`src/rtl/tsss_pkg.sv`:
```
package tsss_pkg;

  typedef enum logic [2:0] {
    ST_IDLE,
    ST_SAMPLE,
    ST_CRST,
    ST_COARSE,
    ST_FRST,
    ST_FINE,
    ST_DONE
  } phase_e;

endpackage

```
`src/rtl/tsss_counter.sv`:
```
// Synchronous up-counter with clear, enable and terminal-count flag.
module tsss_counter #(
  parameter int W = 6
) (
  input  logic         clk_i,
  input  logic         rst_ni,
  input  logic         clr_i,
  input  logic         en_i,
  output logic [W-1:0] cnt_o,
  output logic         at_max_o
);

  localparam logic [W-1:0] MAXV = {W{1'b1}};

  logic [W-1:0] cnt_q, cnt_d;

  always_comb begin
    cnt_d = cnt_q;
    if (clr_i)     cnt_d = '0;
    else if (en_i) cnt_d = cnt_q + W'(1);
  end

  always_ff @(posedge clk_i or negedge rst_ni) begin
    if (!rst_ni) cnt_q <= '0;
    else         cnt_q <= cnt_d;
  end

  assign cnt_o    = cnt_q;
  assign at_max_o = (cnt_q == MAXV);

  // value moves only by +1 or back to zero
  a_r3_count_step: assert property (@(posedge clk_i) disable iff (!rst_ni)
    (cnt_q != $past(cnt_q)) |-> (cnt_q == '0 || cnt_q == $past(cnt_q) + W'(1)));

  // never asked to count past all-ones
  a_r7_no_wrap: assert property (@(posedge clk_i) disable iff (!rst_ni)
    !(en_i && !clr_i && at_max_o));

endmodule

```
`src/rtl/tsss_edge.sv`:
```
// Rising-edge detector for the comparator; history cleared at phase entry.
module tsss_edge (
  input  logic clk_i,
  input  logic rst_ni,
  input  logic cmp_i,
  input  logic clr_i,
  output logic rise_o
);

  logic cmp_q, cmp_d;

  always_comb begin
    cmp_d = clr_i ? 1'b0 : cmp_i;
  end

  always_ff @(posedge clk_i or negedge rst_ni) begin
    if (!rst_ni) cmp_q <= 1'b0;
    else         cmp_q <= cmp_d;
  end

  assign rise_o = cmp_i & ~cmp_q;

endmodule

```
`src/rtl/tsss_seq.sv`:
```
// Phase sequencer: sampling, coarse count, fine count, result publication.
module tsss_seq
  import tsss_pkg::*;
#(
  parameter int SAMP_CYC = 4
) (
  input  logic clk_i,
  input  logic rst_ni,
  input  logic start_i,
  input  logic rise_i,
  input  logic c_max_i,
  input  logic f_max_i,
  output logic c_clr_o,
  output logic c_en_o,
  output logic f_clr_o,
  output logic f_en_o,
  output logic edge_clr_o,
  output logic load_o,
  output logic sw_sample_o,
  output logic sw_hold_o,
  output logic sw_fine_o
);

  localparam int TW = (SAMP_CYC > 1) ? $clog2(SAMP_CYC) : 1;
  localparam logic [TW-1:0] TLOAD = TW'(SAMP_CYC - 1);

  phase_e state_q, state_d;
  logic [TW-1:0] tmr_q, tmr_d;
  logic          tmr_en;
  logic sw_s_q, sw_h_q, sw_f_q;
  logic sw_s_d, sw_h_d, sw_f_d;

  // next state
  always_comb begin
    state_d = state_q;
    tmr_en  = 1'b0;
    tmr_d   = tmr_q;
    unique case (state_q)
      ST_IDLE: if (start_i) begin
        state_d = ST_SAMPLE;
        tmr_en  = 1'b1;
        tmr_d   = TLOAD;
      end
      ST_SAMPLE: begin
        if (tmr_q == '0) state_d = ST_CRST;
        else begin
          tmr_en = 1'b1;
          tmr_d  = tmr_q - TW'(1);
        end
      end
      ST_CRST:   state_d = ST_COARSE;
      ST_COARSE: if (rise_i || c_max_i) state_d = ST_FRST;
      ST_FRST:   state_d = ST_FINE;
      ST_FINE:   if (rise_i || f_max_i) state_d = ST_DONE;
      ST_DONE:   state_d = ST_IDLE;
      default:   state_d = ST_IDLE;
    endcase
  end

  // switch decode from next state, registered for glitch-free drive
  always_comb begin
    sw_s_d = (state_d == ST_SAMPLE) || (state_d == ST_CRST) || (state_d == ST_COARSE);
    sw_h_d = sw_s_d || (state_d == ST_FRST);
    sw_f_d = (state_d == ST_FINE);
  end

  always_ff @(posedge clk_i or negedge rst_ni) begin
    if (!rst_ni) begin
      state_q <= ST_IDLE;
      sw_s_q  <= 1'b0;
      sw_h_q  <= 1'b0;
      sw_f_q  <= 1'b0;
    end else begin
      state_q <= state_d;
      sw_s_q  <= sw_s_d;
      sw_h_q  <= sw_h_d;
      sw_f_q  <= sw_f_d;
    end
  end

  always_ff @(posedge clk_i or negedge rst_ni) begin
    if (!rst_ni)     tmr_q <= '0;
    else if (tmr_en) tmr_q <= tmr_d;
  end

  // counter and datapath controls
  always_comb begin
    c_clr_o    = (state_q == ST_IDLE) || (state_q == ST_SAMPLE) || (state_q == ST_CRST);
    c_en_o     = (state_q == ST_COARSE) && !rise_i && !c_max_i;
    f_clr_o    = (state_q == ST_IDLE) || (state_q == ST_FRST);
    f_en_o     = (state_q == ST_FINE) && !rise_i && !f_max_i;
    edge_clr_o = (state_q == ST_CRST) || (state_q == ST_FRST);
    load_o     = (state_q == ST_DONE);
  end

  assign sw_sample_o = sw_s_q;
  assign sw_hold_o   = sw_h_q;
  assign sw_fine_o   = sw_f_q;

  // sample and fine never closed together
  a_r2_break_before_make: assert property (@(posedge clk_i) disable iff (!rst_ni)
    !(sw_s_q && sw_f_q));

  // hold reference and fine ramp never closed together
  a_r5_hold_fine_excl: assert property (@(posedge clk_i) disable iff (!rst_ni)
    !(sw_h_q && sw_f_q));

  // coarse decision opens the sample switch on the next clock
  a_r4_sample_opens: assert property (@(posedge clk_i) disable iff (!rst_ni)
    (state_q == ST_COARSE && rise_i) |=> (!sw_s_q && state_q == ST_FRST));

  // start during a conversion does not restart sampling
  a_r9_start_ignored: assert property (@(posedge clk_i) disable iff (!rst_ni)
    (state_q != ST_IDLE && state_q != ST_SAMPLE && start_i) |=> (state_q != ST_SAMPLE));

endmodule

```
`src/rtl/tsss_combine.sv`:
```
// Merge coarse and fine counts, remove redundancy offset, clamp, publish.
module tsss_combine #(
  parameter int CW     = 6,
  parameter int FW     = 7,
  parameter int OUT_W  = 12,
  parameter int OFFSET = 32
) (
  input  logic             clk_i,
  input  logic             rst_ni,
  input  logic             load_i,
  input  logic [CW-1:0]    coarse_i,
  input  logic [FW-1:0]    fine_i,
  output logic [OUT_W-1:0] result_o,
  output logic             valid_o
);

  localparam int SHIFT = OUT_W - CW;
  localparam int RW    = OUT_W + 2;
  localparam logic [RW-1:0] OFS  = RW'(OFFSET);
  localparam logic [RW-1:0] TOPV = RW'((1 << OUT_W) - 1);

  logic [RW-1:0]    raw, diff;
  logic [OUT_W-1:0] sat;
  logic [OUT_W-1:0] res_q, res_d;
  logic             vld_q;

  always_comb begin
    raw  = (RW'(coarse_i) << SHIFT) + RW'(fine_i);
    diff = raw - OFS;
    if (raw < OFS)        sat = '0;
    else if (diff > TOPV) sat = {OUT_W{1'b1}};
    else                  sat = diff[OUT_W-1:0];
    res_d = load_i ? sat : res_q;
  end

  always_ff @(posedge clk_i or negedge rst_ni) begin
    if (!rst_ni) begin
      res_q <= '0;
      vld_q <= 1'b0;
    end else begin
      res_q <= res_d;
      vld_q <= load_i;
    end
  end

  assign result_o = res_q;
  assign valid_o  = vld_q;

  // single-cycle strobe
  a_r8_valid_pulse: assert property (@(posedge clk_i) disable iff (!rst_ni)
    vld_q |=> !vld_q);

  // result only changes together with a strobe
  a_r8_result_hold: assert property (@(posedge clk_i) disable iff (!rst_ni)
    !vld_q |-> $stable(res_q));

endmodule

```
`src/rtl/tsss_adc_ctrl.sv`:
```
// Top: two-step single-slope conversion sequencer.
module tsss_adc_ctrl #(
  parameter int CW       = 6,
  parameter int FW       = 7,
  parameter int OUT_W    = 12,
  parameter int OFFSET   = 32,
  parameter int SAMP_CYC = 4
) (
  input  logic             clk_i,
  input  logic             rst_ni,
  input  logic             start_i,
  input  logic             cmp_i,
  output logic             sw_sample_o,
  output logic             sw_hold_o,
  output logic             sw_fine_o,
  output logic [CW-1:0]    coarse_cnt_o,
  output logic [FW-1:0]    fine_cnt_o,
  output logic [OUT_W-1:0] result_o,
  output logic             result_valid_o
);

  logic rst_meta_q, rst_sync_q, rst_n;

  // asynchronous assertion, synchronous release
  always_ff @(posedge clk_i or negedge rst_ni) begin
    if (!rst_ni) begin
      rst_meta_q <= 1'b0;
      rst_sync_q <= 1'b0;
    end else begin
      rst_meta_q <= 1'b1;
      rst_sync_q <= rst_meta_q;
    end
  end
  assign rst_n = rst_sync_q;

  logic rise, c_max, f_max;
  logic c_clr, c_en, f_clr, f_en, edge_clr, load;

  tsss_edge u_edge (
    .clk_i  (clk_i),
    .rst_ni (rst_n),
    .cmp_i  (cmp_i),
    .clr_i  (edge_clr),
    .rise_o (rise)
  );

  tsss_seq #(.SAMP_CYC(SAMP_CYC)) u_seq (
    .clk_i       (clk_i),
    .rst_ni      (rst_n),
    .start_i     (start_i),
    .rise_i      (rise),
    .c_max_i     (c_max),
    .f_max_i     (f_max),
    .c_clr_o     (c_clr),
    .c_en_o      (c_en),
    .f_clr_o     (f_clr),
    .f_en_o      (f_en),
    .edge_clr_o  (edge_clr),
    .load_o      (load),
    .sw_sample_o (sw_sample_o),
    .sw_hold_o   (sw_hold_o),
    .sw_fine_o   (sw_fine_o)
  );

  tsss_counter #(.W(CW)) u_coarse (
    .clk_i    (clk_i),
    .rst_ni   (rst_n),
    .clr_i    (c_clr),
    .en_i     (c_en),
    .cnt_o    (coarse_cnt_o),
    .at_max_o (c_max)
  );

  tsss_counter #(.W(FW)) u_fine (
    .clk_i    (clk_i),
    .rst_ni   (rst_n),
    .clr_i    (f_clr),
    .en_i     (f_en),
    .cnt_o    (fine_cnt_o),
    .at_max_o (f_max)
  );

  tsss_combine #(.CW(CW), .FW(FW), .OUT_W(OUT_W), .OFFSET(OFFSET)) u_comb (
    .clk_i    (clk_i),
    .rst_ni   (rst_n),
    .load_i   (load),
    .coarse_i (coarse_cnt_o),
    .fine_i   (fine_cnt_o),
    .result_o (result_o),
    .valid_o  (result_valid_o)
  );

  // coarse result frozen while the fine ramp runs
  a_r4_coarse_frozen: assert property (@(posedge clk_i) disable iff (!rst_n)
    (sw_fine_o && $past(sw_fine_o)) |-> $stable(coarse_cnt_o));

endmodule

```
`config.mk`:
```
export PLATFORM = sky130hd
export DESIGN_NAME = tsss_adc_ctrl
export DESIGN_NICKNAME = d
export VERILOG_FILES = /design/src/rtl/tsss_pkg.sv /design/src/rtl/tsss_counter.sv /design/src/rtl/tsss_edge.sv /design/src/rtl/tsss_seq.sv /design/src/rtl/tsss_combine.sv /design/src/rtl/tsss_adc_ctrl.sv
export SDC_FILE = /design/constraint.sdc
export NUM_CORES = 1
export LEC_CHECK = 0
export BUFFER_PORTS_ARGS = -buffer_cell sky130_fd_sc_hd__buf_4
export CORE_UTILIZATION = 56
export DETAILED_ROUTE_END_ITERATION = 8
export GPL_ROUTABILITY_DRIVEN = 1
export PLACE_DENSITY = 0.88
export SETUP_SLACK_MARGIN = 0.2
export SLEW_MARGIN = 20
export SYNTH_ARGS = -nofsm -noshare
export SYNTH_HDL_FRONTEND = slang
export SYNTH_SLANG_ARGS = --single-unit
```
`constraint.sdc`:
```
create_clock -name clk_i -period 1.3 [get_ports clk_i]
set_input_delay 0.26 -clock clk_i [delete_from_list [all_inputs] [get_ports clk_i]]
set_output_delay 0.26 -clock clk_i [all_outputs]
set_load 0.005 [all_outputs]
```
==> qor.yml, run 1 <==
synthesis:
  synth_nets: 199
  netlist_area_um2: 2030
  synth_area_leaders: "dfrtp_1, a221o_1, xor2_1"
  synthTopCellsByCount: "dfrtp_1, nor2_1, xor2_1, a221o_1, xnor2_1"
  ys_ff_latch: 37
  ys_seq_area_share_pct: 45.7
  yosys.area.top_type: "dfrtp_1"
  synth.avg_cell_area_um2: 10.7
  post-synth-top-count-cell: "dfrtp_1"
  synth-edff-count: 0
  yosys_most_used_dff: "dfrtp_1"
  synth.top_cell.area_share_pct: 45.7
  yosys_warnings: 0
  async_flop_share_pct: 100
  syn_inst: 189
  synth.distinct_cells: 57
clock_network:
  htree_levels: 2
  cts_root_buf: "clkbuf_4"
  cts_buffer_depth: 2
  cts_buffers: 5
  cts.sinks: 37
die:
  initial_core_util_pct: 59.8
  row_count: 21
  die_w_um: 62.2
  ios: 33
  fp.dieH_um: 62.2
timing:
  grt-worst-endpoint: "u_comb.result_o[10]$_DFFE_PN0P_/D"
  worstEndpointType: "register input"
placement:
  gp_congestion: 0.834
  dp_hpwl_um: 3790
  post-place-ws_ns: -0.986
  port_buffers: 32
  place_inst: 305
grt:
  grt_max_degree: 36
run_status:
  status: "stopped before the end"
  lastStage: "global routing (5_1_grt)"
  error: "[ERROR DPL-0038] Utilization greater than 100%, impossible to legalize"
[stage by stage]
stage	area (um2)	utilization, %
after floorplan	2060	-
after global placement	2650	78.2
after detailed placement	2650	78.2
after CTS	3180	93.7
[kinds of logic after synthesis]
| group | synth area share [%] |
|---|---|
| buffers and inverters | 5.37 |
| AOI/OAI and AO/OA | 18.8 |
| and+or+nand+nor | 16.2 |
| DFF | 45.7 |
| muxes | 1.48 |
| other | 0.185 |
| adders and majority gates | 3.70 |
| xor gates and xnor gates | 8.64 |
[what timing repair did]
item,CTS
gates resized for setup,65
endpoints found under the hold margin,2
setup endpoints to repair,61
hold buffers,1
gates cloned,2
pin swaps,12
buffers inserted,21
==> run 2: changes to the inputs <==
--- a/config.mk
+++ b/config.mk
@@ -6,11 +6,10 @@
 export NUM_CORES = 1
 export LEC_CHECK = 0
 export BUFFER_PORTS_ARGS = -buffer_cell sky130_fd_sc_hd__buf_4
-export CORE_UTILIZATION = 56
+export CORE_UTILIZATION = 40
 export DETAILED_ROUTE_END_ITERATION = 8
 export GPL_ROUTABILITY_DRIVEN = 1
-export PLACE_DENSITY = 0.88
-export SETUP_SLACK_MARGIN = 0.2
+export PLACE_DENSITY_LB_ADDON = 0.15
 export SLEW_MARGIN = 20
 export SYNTH_ARGS = -nofsm -noshare
 export SYNTH_HDL_FRONTEND = slang
==> qor.yml, run 2 <==
timing:
  setup_viol: 34
  finalHoldViolCount: 0
  final_critical_path_setup_slack_ns: -0.977
  fin_crit_sh_pct: 175
  min_period_ns: 2.28
  fmax_mhz: 439
  rsz0062_at_grt: "true"
  fin_skew_ns: 0.00821
  finalMaxSlewViolations: 0
synthesis:
  yosys_warnings: 0  # unchanged
  synth_fa_ha_area_share_pct: 3.70  # unchanged
  yosys_most_used_dff: "dfrtp_1"  # unchanged
  synthXorXnorAreaFrac_pct: 8.64  # unchanged
  synth.distinct_cells: 57  # unchanged
  synth_nets: 199  # unchanged
  yosys.area.top_type: "dfrtp_1"  # unchanged
  synth_top_family_by_area: "compound AO/OA/AOI/OAI gates"  # unchanged
  synthMuxAreaShare_pct: 1.48  # unchanged
  netlist_area_um2: 2030  # unchanged
  synth.avg_cell_area_um2: 10.7  # unchanged
  ys_seq_area_share_pct: 45.7  # unchanged
  async_flop_share_pct: 100  # unchanged
  syn_inst: 189  # unchanged
  synth_compound_gate_area_share_pct: 18.8  # unchanged
  synth_area_leaders: "dfrtp_1, a221o_1, xor2_1"  # unchanged
  synthSimpleGateAreaFrac_pct: 16.2  # unchanged
  post-synth-top-count-cell: "dfrtp_1"  # unchanged
  synth-edff-count: 0  # unchanged
  synthTopCellsByCount: "dfrtp_1, nor2_1, xor2_1, a221o_1, xnor2_1"  # unchanged
  ys_ff_latch: 37  # unchanged
  synth.top_cell.area_share_pct: 45.7  # unchanged
worst_setup_path:
  slowest_delay_ns: 0.44
  endpoint_kind: "flip-flop"
  path_cells: "ha_4 > or4_4 > o22ai_4 > buf_4 > nand2b_4 > o31a_4 > a221o_2"
  r2r-start: "u_coarse.cnt_o[0]$_DFFE_PN0P_"
  path_class: "flip-flop to flip-flop"
  cp.required_ns: 1.48
  cp_data_arrival_time_ns: 2.46
  setup.worst_path.end: "u_comb.result_o[0]$_DFFE_PN0P_"
  rr_worst_depth: 7
  startpoint_type: "flip-flop"
  rrSetupSlack_ns: -0.98
  cp_max_fo: 6
  crit_start: "u_coarse.cnt_o[0]$_DFFE_PN0P_"
  worst_r2r_endpoint: "u_comb.result_o[0]$_DFFE_PN0P_"
  cp_slowest_cell: "dfrtp_2"
power_and_ir_drop:
  powerDensity_nw_per_um2: 1430
  p_leak_nw: 1.47
  peakVddDrop_mv: 1.11
  power_mw: 4.45
clock_network:
  cts_buffer_depth: 2  # unchanged
  path_clk_slew_ns: 0.09
  htree_levels: 2  # unchanged
  cts_root_buf: "clkbuf_8"  # was clkbuf_4
  cts_buffers: 5  # unchanged
  cts.sinks: 37  # unchanged
  cts_tree: "yes"
  clk-insertion-delay-late_ns: 0.29
die:
  core-area_um2: 4790
  initial_core_util_pct: 42.4  # was 59.8%
  die_area_um2: 5360
  ios: 33  # unchanged
  row_count: 25  # was 21
  fp.dieH_um: 73.2  # was 62.2 um
  die_w_um: 73.2  # was 62.2 um
detailed_routing:
  wl_um: 5240
  drc: 0
  post_drt_via_cell_ratio: 5.09
  vias: 1772
  wire_per_inst_um: 15.1
  initialDrtViolationCount: 123
  antenna_left: 0
  drtPass1Iterations: 4
placement:
  gp_congestion: 0.786  # was 0.834
  port_buffers: 32  # unchanged
  place_area_um2: 2700  # was 2650 um2
  post-place-ws_ns: -0.976  # was -0.986 ns
  dp_hpwl_um: 3570  # was 3790 um
grt:
  grt_overflow: 0
  grt_first_pass_wirelength_um: 8510
  grtUsageMet3_pct: 4.56
  busiest_layer: "met2"
  gr-usage-met1_pct: 26.1
  antenna_found_initial: 0
  track_usage_pct: 21.1
  grt_max_degree: 36
  grt_pass1_vias: 1793
  grt.met2_usage_pct: 36.1
run_status:
  violations: "negative setup slack"
  status: "complete, but fails checks"  # was stopped before the end
final_layout:
  fin_nets: 290
  mostFrequentLayoutCell: "buf_4"
  largest_reg_flops: 12
  drive_gt1_share_pct: 48.8
  layout.cells.most_common_list: "buf_4, dfrtp_1, nor2_1"
  final_util_pct: 64.9
  final_cell_area_um2: 3100
  areaGrowthSynthToFinish_pct: 53.1
  antenna_cells: 0
flow_run:
  drv_cap: 0
worst_hold_path:
  hp-class: "flip-flop to asynchronous set/reset pin"
-- run 2: area by class of cell --
| class | instances | area (um2) |
|---|---|---|
| Clock inverter | 3 | 46.3 |
| Timing Repair Buffer | 94 | 762 |
| Multi-Input combinational cell | 134 | 1180 |
| Inverter | 8 | 30.0 |
| Clock buffer | 5 | 68.8 |
| Sequential cell | 37 | 930 |
| Tap cell | 67 | 83.8 |
| Fill cell | 382 | 1680 |
-- run 2: kinds of logic (layout without fill, tap and decap cells) --
logic type                 Yosys count  in the layout
buffers and inverters               20            110
muxes                                3              3
other                                1              1
and+or+nand+nor                     60             60
xor gates and xnor gates            20             20
adders and majority gates            6              6
DFF                                 37             37
AOI/OAI and AO/OA                   42             44
-- run 2: where the power goes --
| part | switching (mW) | internal [mW] | leakage, nW |
|---|---|---|---|
| registers | 0.146 | 1.39 | 0.486 |
| logic | 0.856 | 1.03 | 0.930 |
| clock network | 0.450 | 0.574 | 0.0543 |
-- run 2: per-layer routing --
metal  vias to the layer above  share of wire [%]
li1                        868                  -
met1                       871                 45
met2                        24                 52
met3                         9                2.1
met4                         0                1.4
met5                         -                  0
-- run 2: worst min-delay path by stage --
| stage | cells past startpoint | slack (ns) | to | start |
|---|---|---|---|---|
| global route | 2 | 0.23 | u_edge.cmp_q$_DFF_PN0_ | cmp_i |
| global placement | 1 | 0.04 | rst_n$_DFF_PN0_ | rst_ni |
| finish | 1 | 0.24 | u_comb.result_o[1]$_DFFE_PN0P_ | rst_n$_DFF_PN0_ |
| floorplan | 0 | -0.04 | rst_meta_q$_DFF_PN0_ | rst_ni |
| detailed placement | 1 | 0.04 | rst_n$_DFF_PN0_ | rst_ni |
| CTS | 2 | 0.23 | u_edge.cmp_q$_DFF_PN0_ | cmp_i |
-- run 2: worst max-delay path, delay by kind of cell (launching register included) --
kind | cells | cell delay (ns)
DFF | 1 | 0.44
buffers and inverters | 1 | 0.15
adders and majority gates | 1 | 0.26
and+or+nand+nor | 2 | 0.50
AOI/OAI and AO/OA | 3 | 0.81
-- run 2: what timing repair did --
action,in CTS,in global routing
endpoints found under the hold margin,2,0
setup buffers,1,9
pin swaps,6,9
gates resized for setup,13,29
hold buffers,1,0
gates cloned,2,0
setup endpoints to repair,36,37
-- run 2: through the flow --
step / cells / hold WS [ns] / TNS [ns]
final: 348 / 0.236 / -15.42
after global routing: 348 / 0.232 / -17.89
after CTS: 340 / 0.230 / -16.22
after detailed placement: 328 / 0.0441 / -16.86
after global placement: 328 / 0.0418 / -15.59
after floorplan: 189 / -0.0356 / -15.27
Power figures use the tool's default switching activity.
